**config.mk**
```make
export PLATFORM = sky130hd
export DESIGN_NAME = gpio_irq_bank
export DESIGN_NICKNAME = d
export VERILOG_FILES = /design/src/rtl/gpio_bank_pkg.sv /design/src/rtl/gpio_sync.sv /design/src/rtl/gpio_alias_reg.sv /design/src/rtl/gpio_irq_detect.sv /design/src/rtl/gpio_irq_bank.sv
export SDC_FILE = /design/constraint.sdc
export NUM_CORES = 1
export LEC_CHECK = 0
export BUFFER_PORTS_ARGS = -buffer_cell sky130_fd_sc_hd__buf_4
export CAP_MARGIN = 10
export CORE_UTILIZATION = 39
export DETAILED_ROUTE_END_ITERATION = 8
export MAX_ROUTING_LAYER = met4
export PLACE_DENSITY_LB_ADDON = 0.08
export SYNTH_ARGS = -nofsm -noshare
export SYNTH_HDL_FRONTEND = slang
export SYNTH_HIERARCHICAL = 1
export SYNTH_SLANG_ARGS = --single-unit
```
**constraint.sdc**
```tcl
create_clock -name clk -period 3.8 [get_ports clk]
set_input_delay 0.76 -clock clk [delete_from_list [all_inputs] [get_ports clk]]
set_output_delay 0.76 -clock clk [all_outputs]
set_load 0.02 [all_outputs]
```
**src/rtl/gpio_bank_pkg.sv**
```systemverilog
package gpio_bank_pkg;

  typedef enum logic [1:0] {
    OP_WRITE = 2'b00,
    OP_SET   = 2'b01,
    OP_CLEAR = 2'b10,
    OP_NONE  = 2'b11
  } reg_op_e;

  typedef enum int {
    IDX_DOUT   = 0,
    IDX_DIN    = 1,
    IDX_OE     = 2,
    IDX_CAPEN  = 3,
    IDX_IEN    = 4,
    IDX_LEVSEL = 5,
    IDX_POL    = 6,
    IDX_STAT   = 7
  } reg_idx_e;

  localparam int NUM_SLOTS = 8;

endpackage

```
**src/rtl/gpio_sync.sv**
```systemverilog
module gpio_sync #(
  parameter int W = 32
) (
  input  logic         clk,
  input  logic         rst_n,
  input  logic [W-1:0] d,
  output logic [W-1:0] q
);
  logic [W-1:0] meta;

  always_ff @(posedge clk or negedge rst_n) begin
    if (!rst_n) begin
      meta <= '0;
      q    <= '0;
    end else begin
      meta <= d;
      q    <= meta;
    end
  end
endmodule

```
**src/rtl/gpio_alias_reg.sv**
```systemverilog
module gpio_alias_reg
  import gpio_bank_pkg::*;
#(
  parameter int W = 32
) (
  input  logic         clk,
  input  logic         rst_n,
  input  logic         hit,
  input  reg_op_e      op,
  input  logic [W-1:0] wdata,
  input  logic [W-1:0] hw_set,
  output logic [W-1:0] q
);
  logic [W-1:0] nxt;

  always_comb begin
    nxt = q;
    if (hit) begin
      unique case (op)
        OP_WRITE: nxt = wdata;
        OP_SET:   nxt = q | wdata;
        OP_CLEAR: nxt = q & ~wdata;
        default:  nxt = q;
      endcase
    end
    // hardware set beats any software change in the same cycle
    nxt = nxt | hw_set;
  end

  always_ff @(posedge clk or negedge rst_n) begin
    if (!rst_n) q <= '0;
    else        q <= nxt;
  end
endmodule

```
**src/rtl/gpio_irq_detect.sv**
```systemverilog
module gpio_irq_detect #(
  parameter int W = 32
) (
  input  logic         clk,
  input  logic         rst_n,
  input  logic [W-1:0] in_s,
  input  logic [W-1:0] lev,
  input  logic [W-1:0] pol,
  input  logic [W-1:0] cap_en,
  output logic [W-1:0] events
);
  logic [W-1:0] in_d;
  logic [W-1:0] raw;

  always_ff @(posedge clk or negedge rst_n) begin
    if (!rst_n) in_d <= '0;
    else        in_d <= in_s;
  end

  for (genvar gp = 0; gp < W; gp++) begin : g_pin
    always_comb begin
      unique case ({lev[gp], pol[gp]})
        2'b00:   raw[gp] = in_d[gp] & ~in_s[gp];  // falling edge
        2'b01:   raw[gp] = ~in_d[gp] & in_s[gp];  // rising edge
        2'b10:   raw[gp] = ~in_s[gp];             // low level
        default: raw[gp] = in_s[gp];              // high level
      endcase
    end
  end

  assign events = raw & cap_en;
endmodule

```
**src/rtl/gpio_irq_bank.sv**
```systemverilog
module gpio_irq_bank
  import gpio_bank_pkg::*;
#(
  parameter int NPINS  = 32,
  parameter int ADDR_W = 8
) (
  input  logic              clk,
  input  logic              rst_n,
  input  logic              wr_en,
  input  logic [ADDR_W-1:0] addr,
  input  logic [NPINS-1:0]  wdata,
  output logic [NPINS-1:0]  rdata,
  input  logic [NPINS-1:0]  pin_in,
  output logic [NPINS-1:0]  pin_out,
  output logic [NPINS-1:0]  pin_oe,
  output logic              irq
);
  localparam int IDX_W = ADDR_W - 4;
  localparam int SEL_W = $clog2(NUM_SLOTS);

  logic [IDX_W-1:0] sel_idx;
  reg_op_e          sel_op;
  logic [NPINS-1:0] reg_q [NUM_SLOTS];
  logic [NPINS-1:0] din_s;
  logic [NPINS-1:0] events;
  logic [NPINS-1:0] stat_q, ien_q, capen_q;

  assign sel_idx = addr[ADDR_W-1:4];
  assign sel_op  = reg_op_e'(addr[3:2]);

  gpio_sync #(.W(NPINS)) u_sync (
    .clk   (clk),
    .rst_n (rst_n),
    .d     (pin_in),
    .q     (din_s)
  );

  for (genvar gi = 0; gi < NUM_SLOTS; gi++) begin : g_slot
    if (gi == int'(IDX_DIN)) begin : g_ro
      assign reg_q[gi] = din_s;
    end else begin : g_rw
      logic             hit;
      logic [NPINS-1:0] hw_set;
      assign hit    = wr_en && (sel_idx == IDX_W'(gi)) && (sel_op != OP_NONE);
      assign hw_set = (gi == int'(IDX_STAT)) ? events : '0;
      gpio_alias_reg #(.W(NPINS)) u_reg (
        .clk    (clk),
        .rst_n  (rst_n),
        .hit    (hit),
        .op     (sel_op),
        .wdata  (wdata),
        .hw_set (hw_set),
        .q      (reg_q[gi])
      );
    end
  end

  assign stat_q  = reg_q[IDX_STAT];
  assign ien_q   = reg_q[IDX_IEN];
  assign capen_q = reg_q[IDX_CAPEN];

  gpio_irq_detect #(.W(NPINS)) u_det (
    .clk    (clk),
    .rst_n  (rst_n),
    .in_s   (din_s),
    .lev    (reg_q[IDX_LEVSEL]),
    .pol    (reg_q[IDX_POL]),
    .cap_en (capen_q),
    .events (events)
  );

  always_comb begin
    rdata = '0;
    if (sel_idx < IDX_W'(NUM_SLOTS)) rdata = reg_q[sel_idx[SEL_W-1:0]];
  end

  assign pin_out = reg_q[IDX_DOUT];
  assign pin_oe  = reg_q[IDX_OE];
  assign irq     = |(stat_q & ien_q);
endmodule

```
# ---- Word level (Yosys, flattened, before mapping)
# Cells that the tools add are included.
dict set report word_totals {
  regBits 320
  input_bits 75
  output_inout_bits 97
  elab_cells 332
}
dict set report classes {
  order_cmp 2
  eq_ne 73
  muxes 44
  bitwise 147
  n_reduce_logical 56
}
# op n
set op_table {}
lappend op_table {{$pmux 32 s3} 7}
lappend op_table {{$and 32x32->32} 9}
lappend op_table {{$or 32x32->32} 8}
lappend op_table {{$mux 32} 4}
lappend op_table {{$bmux 32 s3} 1}
lappend op_table {{$pmux 1 s3} 32}
lappend op_table {{$eq 2x1->1 const B} 33}
lappend op_table {{$eq 2x2->1 const B} 33}
lappend op_table {{$logic_not 2->1} 33}
lappend op_table {{$and 1x1->1} 64}
lappend op_table {{$not 1->1} 64}
lappend op_table {{$not 32->32} 1}
lappend op_table {{$reduce_or 32->1} 1}
lappend op_table {{$eq 4x3->1 const B} 4}
lappend op_table {{$logic_and 1x1->1} 14}
lappend op_table {{$reduce_and 2->1} 6}
lappend op_table {{$eq 4x2->1 const B} 2}
lappend op_table {{$ge 4x4->1 const B} 1}
lappend op_table {{$logic_not 4->1} 1}
lappend op_table {{$lt 4x4->1 const B} 1}
lappend op_table {{$not 3->4} 1}
lappend op_table {{$reduce_bool 3->1} 1}
lappend op_table {{$ne 2x2->1 const B} 1}

# ---- Logic depth before layout (Yosys ltp)
# Gate-level depths: netlist of the first run.
dict set report depth {
  ltp_word 5
  depth_mapped 10
  mapped_depth_nobuf 6
}

# ---- Hierarchy
# The synthesis of the first run kept the hierarchy.
# mod instances cells_each area_per_inst_um2 seq_area_each_um2
set by_module_without_submodules {}
lappend by_module_without_submodules {gpio_alias_reg 7 109 1397.6 800.8}
lappend by_module_without_submodules {gpio_irq_bank 1 295 2720.1 0.0}
lappend by_module_without_submodules {gpio_irq_detect 1 130 1681.6 800.8}
lappend by_module_without_submodules {gpio_sync 1 64 1601.5 1601.5}

# ---- Least setup slack after synthesis of the first run
# No wires, ideal clock.
dict set report synth_timing {
  path_kind {in2out}
  startpoint {input port addr[5]}
  endpoint {output port rdata[26]}
  t_arrival_ps 2050
  required_ps 3040
  slack_ps 990
  path_stages 6
  path_buffers 3
  path_cell_list {buf_6 buf_12 nand2b_4 buf_6 a211oi_1 nor4_1}
}
dict set report synth_via {
  elab_chain_len 5
  word_cells_on_any_way 6
  cone_classes {1 x order compare; 4 x mux; 1 x bitwise}
}
# element line
set synth_lines {}
lappend synth_lines {{from (decl)} gpio_irq_bank.sv:10} ;# input logic [ADDR_W-1:0] addr,
lappend synth_lines {{$not 3->4 (not written as such)} gpio_irq_bank.sv:74} ;# if (sel_idx < IDX_W'(NUM_SLOTS)) rdata = reg_q[sel_idx[SEL_W-1:0]];
lappend synth_lines {{$bmux 32 s3} gpio_irq_bank.sv:74}
lappend synth_lines {{$mux 32 (not written as such) (2 in a row)} gpio_irq_bank.sv:74}
lappend synth_lines {{$mux 32 (*)} gpio_irq_bank.sv:74}
lappend synth_lines {{to (decl)} gpio_irq_bank.sv:12} ;# output logic [NPINS-1:0] rdata,
# Mark *: on every way between the ends. The rest lies on a longest branch, timed or not. The select of a mux whose other input is x is not followed.

# ---- Worst setup path after layout of the first run
dict set report layout_timing {
  startpoint {register g_slot[4].g_rw.u_reg.q[18]}
  endpoint {output port irq}
}
dict set report layout_via {
  elab_chain_len 2
}
# element line
set layout_lines {}
lappend layout_lines {{from (decl)} gpio_alias_reg.sv:12} ;# output logic [W-1:0] q
lappend layout_lines {{from (signal assigned)} gpio_alias_reg.sv:32} ;# else q <= nxt;
lappend layout_lines {{$and 32x32->32} gpio_irq_bank.sv:79} ;# assign irq = |(stat_q & ien_q);
lappend layout_lines {{$reduce_or 32->1} gpio_irq_bank.sv:79}
lappend layout_lines {{to (decl)} gpio_irq_bank.sv:16} ;# output logic irq
# No other way between the ends.

==> run metrics, run 1 <==
largest net degree at the start of global routing 95; max cap viols 0; Synth area leader dfrtp_1; CP startpoint kind flip-flop; maximum VDD drop ~260 uV; post-CTS setup buffer count 0; nets 1676; Detailed Place HPWL 33.4 mm; drt pass-1 iters 5; Max Clock Freq 0.297 GHz; P&R area growth vs syn 22.6%; max incr delay on CP 680 ps; worst min path class in2async; CP startpoint g_slot[4].g_rw.u_reg/q[18]$_DFF_PN0_; post-place setup slack 536 ps; H-tree levels 2; vias per cell 5.72; top_reg_cell synth dfrtp_1; Worst path slowest cell or4_1; core box area approximately 40000 um^2; Synth area leaders dfrtp_1, a221o_1, o21ai_0, mux4_2, o21ai_1; Post-synth EDFFs 0; period utilization 88.5%; CP delay by family, top simple AND/OR/NAND/NOR gates; vias in the first global route ~12k; Final Hold Viols 0; kind of critical path reg2out; Ports 172; post-CTS sizing 0; TritonCTS buffer count 39; clk_skew 10.5 ps; Worst Path Buf+Inv 1; post-route setup slack 438 ps; CTS Buffer Depth 3; setup tns final 0 ps; actual slew at the worst max-slew pin a little under 900 ps; RSZ-0062 raised after global routing no; initial antenna violation count 1; final slew viol count 0; worst path arrival time about 2600 ps; R2R Path Start g_slot[6].g_rw.u_reg/q[15]$_DFF_PN0_; Starting Density 39.6%; yosys warns 6; largest fanout on the critical path 3; chip height 203 um; CTS root buf clkbuf_16; DR vias 12.3k; global-route wire length before repair 78.5 mm; Async SR Flop Fraction 100%; min cycle time layout 3360 ps; initial DRC count 1000; Worst-path clk slew 60 ps; WP data required 3040 ps; Setup violations, final 0; critical-path cell list a22oi_1, nand4_1, or4_1, buf_4; Seq/Total Area, Yosys 50.7%; PD cells 411 nW/um^2; routed length per instance 24.1 um; Clock Sinks 320; row cnt 73; die area 41300 um^2; routability congestion estimate 0.801; chip width roughly 200 um; layout cells sized above 1 22.0%; Yosys top cell area share 50.7%; Max-Slew Margin vs Limit 40.5%; Clock Latency Late Sink 550 ps; Cells after Synth 1252; CTS tree built; residual DRC count 0; run status completed; total grt overflow 0; Port Buffers 169; Pleak 6.91 nW; Synth Register Bits 320; Final ANT Viol Nets 0; Post-Route WL 51.9 mm; Worst setup EP type output port; cts hold-fix bufs 0; Netlist cell types 42; mapped cell area 15800 um^2; synthesized area per cell 12.6 um^2; Total GRT Usage a little over a quarter
cell usage after synthesis, types with 2 or more instances:
| library cell | count |
|---|---|
| o21ai_1 | 98 |
| nor4_1 | 8 |
| xnor2_1 | 31 |
| clkbuf_1 | 6 |
| nand2b_1 | 2 |
| o21ai_0 | 127 |
| buf_12 | 3 |
| mux4_2 | 25 |
| a221o_1 | 224 |
| buf_4 | 30 |
| nor2_1 | 36 |
| and2b_2 | 7 |
| buf_2 | 22 |
| nor2b_1 | 58 |
| nor2b_4 | 14 |
| xor2_1 | 31 |
| buf_6 | 32 |
| a22oi_1 | 16 |
| a211oi_2 | 3 |
| clkbuf_8 | 10 |
| dfrtp_1 | 320 |
| nand4_1 | 4 |
| nor4_2 | 24 |
| inv_1 | 7 |
| a211oi_1 | 61 |
| mux4_1 | 7 |
| o211a_1 | 31 |
sequential cells by signal (all words and copies together), names as in the netlist:
name / flops
u_det/in_d: 32
u_sync/meta: 32
u_sync/q: 32
g_slot.g_rw.u_reg/q: 224
cells by family (layout without fill, tap and decap cells):
logic type	Yosys count	after routing	synth area share, %
buffers and inverters	113	300	6.12
multiplexers	32	32	4.73
flip-flops	320	320	50.7
XOR/XNOR	62	62	3.44
AND/OR/NAND/NOR	163	163	7.71
AO/OA/AOI/OAI	561	561	27.2
other	1	193	0.0238
report_power, final:
group / switching (mW) / internal [mW]
logic: 0.456 / 0.249
clock network: 1.46 / 2.26
registers: 0.0552 / 3.48
total: 1.97 / 5.99
final timing paths:
| kind | cells past startpoint | to | slack [ps] |
|---|---|---|---|
| worst max-delay path | 4 | irq | 440 |
| worst min-delay path | 1 | g_slot[0].g_rw.u_reg/q[12]$_DFF_PN0_ | 260 |
| worst max register to register | 3 | g_slot[7].g_rw.u_reg/q[15]$_DFF_PN0_ | 2570 |
| worst min register to register | 0 | u_sync/q[25]$_DFF_PN0_ | 340 |
| max in group asynchronous | 2 | u_det/in_d[0]$_DFF_PN0_ | 2560 |
| min in group clk | 1 | u_sync/meta[21]$_DFF_PN0_ | 310 |
layer usage:
metal  part of all wire [%]  routed length, um  up-vias  track usage, %
li1                       -                  -     5561               -
met1                     46              23600     6340            35.7
met2                     48              24900      350            41.3
met3                    4.1               2150       78            2.81
met4                    2.3               1190        0            7.73
met5                      0                  0        -               -
layout make-up:
type	instances	area (um^2)
Tap cell	525	657
Fill cell	3650	20500
Sequential cell	320	8010
Antenna cell	1	2.50
Inverter	7	26.3
Timing Repair Buffer	223	1860
Multi-Input combinational cell	1010	7530
Clock inverter	5	53.8
Clock buffer	65	1230
per-stage QoR:
step                      util (%)  hold slack (ps)  power (mW)  area [um^2]  cells
after floorplan                  -              331        3.93        16500   1443
after detailed placement      45.4              335        4.30        18100   2085
after global routing          48.6              299        8.26        19400   2156
after CTS                     48.6              286        8.06        19400   2155
final                         48.6              258        7.96        19400   2156
after global placement        45.4              332        4.30        18100   2085
placed cells by master, fill, tap and decap left out, types with 14 or more instances in the layout:
cell       instances
a22oi_1           16
nor2_1            36
nor4_2            24
o211a_1           31
conb_1           192
xor2_1            31
buf_12            14
dfrtp_1          320
mux4_2            25
a211oi_1          61
o21ai_1           98
clkbuf_16         41
xnor2_1           31
nor2b_1           58
o21ai_0          127
a221o_1          224
nor2b_4           14
buf_4            208
No activity file was read; power rests on OpenSTA's default activity.
==> run 2: changes to the inputs <==
==> constraint.sdc (replaced) <==
create_clock -name clk -period 3.5 [get_ports clk]
set_input_delay 0.7 -clock clk [delete_from_list [all_inputs] [get_ports clk]]
set_output_delay 0.7 -clock clk [all_outputs]
set_load 0.02 [all_outputs]
==> run 2 against run 1 <==
Via count increased by 1.1%. First-iteration DRC count increased by 0.10%. Utilization about the same. Flip-flop and latch count unchanged. Clock-buffer cell count decreased by 7. Critical endpoint unchanged. Highest routed layer unchanged.
==> run metrics, run 2 (synthesis results as in run 1) <==
largest fanout on the critical path 3 (unchanged); Clock Latency Late Sink 550 ps (about the same); Starting Density 39.6% (unchanged); max cap viols 0 (unchanged); CP startpoint kind flip-flop (unchanged); actual slew at the worst max-slew pin 1200 ps (was 891 ps); CTS root buf clkbuf_16 (unchanged); commonest non-fill, non-tap cell in the layout dfrtp_1 (unchanged); Final ANT Viol Nets 0 (unchanged); worst hold margin 154 ps (was 258 ps); final slew viol count 0 (unchanged); DR vias 12.5k (was 12.3k); DP Cell Count 2088 (was 2085); post-CTS setup buffer count 0 (unchanged); TritonCTS buffer count 38 (was 39); initial antenna violation count 2 (was 1); row cnt 73 (unchanged); residual DRC count 0 (unchanged); total grt overflow 0 (unchanged); Final Hold Viols 0 (unchanged); H-tree levels 2 (unchanged); reg2reg setup slack 2260 ps (was 2570 ps); Total GRT Usage 26.2% (about the same); # fillers 3680 (was 3650); PD cells 445 nW/um^2 (was 411 nW/um^2); post-CTS sizing 0 (unchanged); global-route wire length before repair 78.6 mm (was 78.5 mm); Clock Sinks 320 (unchanged); die area 41300 um^2 (unchanged); CTS Buffer Depth 3 (unchanged); run status completed (unchanged); Detailed Place HPWL 33.6 mm (was 33.4 mm); layout cells sized above 1 22.1% (was 22.0%); Final Non-Filler Cells 2157 (was 2156); core box area 39800 um^2 (unchanged); commonest non-fill, non-tap cells in the layout dfrtp_1, a221o_1, buf_4 (unchanged); r2r worst-path depth 3 (unchanged); clk_skew 10.1 ps (was 10.5 ps); setup tns final 0 ps (unchanged); period utilization 94.6%; initial DRC count 1001 (was 1000); cts hold-fix bufs 0 (unchanged); kind of critical path reg2out (unchanged); Ports 172 (unchanged); routed length per instance 24.2 um (was 24.1 um); P&R area growth vs syn 22.7% (was 22.6%); Worst setup EP type output port (unchanged); Multi-input gate area 7530 um^2 (unchanged); nets 1678 (was 1676); chip width 203 um (unchanged); min cycle time layout 3310 ps; Setup violations, final 0 (unchanged); Max-Slew Margin vs Limit 19.7% (was 40.5%); vias in the first global route 12.1k (was 11.9k); sequential cell area 8010 um^2 (unchanged); vias per cell 5.78 (was 5.72); Port Buffers 169 (unchanged); largest net degree at the start of global routing 81 (was 95); worst min path class in2async (unchanged); drt pass-1 iters 5 (unchanged); routability congestion estimate 0.806 (was 0.801); RSZ-0062 raised after global routing no (unchanged); Max Clock Freq approximately 0.30 GHz; worst path arrival time 2610 ps (was 2600 ps); CTS tree built (unchanged); maximum VDD drop 272 uV (was 262 uV); Largest register FFs 224 (unchanged); chip height 203 um (unchanged); Worst-path clk slew 60 ps (about the same); WP data required 2800 ps (was 3040 ps); Largest Register g_slot.g_rw.u_reg/q (unchanged); Pleak 6.93 nW (was 6.91 nW); Post-Route WL 52.2 mm (was 51.9 mm)
## run 2: worst paths after layout
kind | start | to
max reg2reg | g_slot[6].g_rw.u_reg/q[0]$_DFF_PN0_ | g_slot[7].g_rw.u_reg/q[0]$_DFF_PN0_
min in group clk | pin_in[23] | u_sync/meta[23]$_DFF_PN0_
max | g_slot[4].g_rw.u_reg/q[18]$_DFF_PN0_ | irq
max in group asynchronous | rst_n | u_det/in_d[25]$_DFF_PN0_
min reg2reg | u_sync/meta[25]$_DFF_PN0_ | u_sync/q[25]$_DFF_PN0_
min | rst_n | g_slot[0].g_rw.u_reg/q[13]$_DFF_PN0_
## run 2: final cells by class
class	count	share of cell area, %
clock buffer	58	6.04
inverter	7	0.136
timing repair buffer	226	9.70
sequential	320	41.3
antenna	3	0.0388
multi-input combinational	1010	38.9
tap	525	3.39
clock inverter	8	0.465
## run 2: routing by layer
metal | GRT usage (%) | wire [um] | up-vias
met5 | - | 0 | -
met4 | 8.46 | 1340 | 0
met3 | 3.37 | 2700 | 82
met2 | 40.0 | 24400 | 416
met1 | 36.3 | 23800 | 6415
li1 | - | - | 5551
## run 2: power breakdown
part | switching [mW] | internal [mW] | leakage, nW
combinational | 0.501 | 0.272 | 3.21
clock | 1.57 | 2.44 | 0.625
sequential | 0.0600 | 3.78 | 3.09
total | 2.13 | 6.49 | 6.93
## run 2: worst max-delay path: stages (launching register included)
cell	delay [ps]
dfrtp_1	410
a22oi_1	440
nand4_1	320
or4_1	690
buf_4	200
## run 2: through the flow
| step | cell area, um^2 | power [mW] | utilization, % | setup slack (ps) |
|---|---|---|---|---|
| after floorplan | 16500 | 4.26 | - | 810 |
| after global placement | 18100 | 4.67 | 45.5 | 349 |
| after detailed placement | 18100 | 4.68 | 45.5 | 360 |
| after CTS | 19400 | 8.73 | 48.6 | 254 |
| after global routing | 19400 | 8.93 | 48.6 | 198 |
| final | 19400 | 8.62 | 48.6 | 190 |
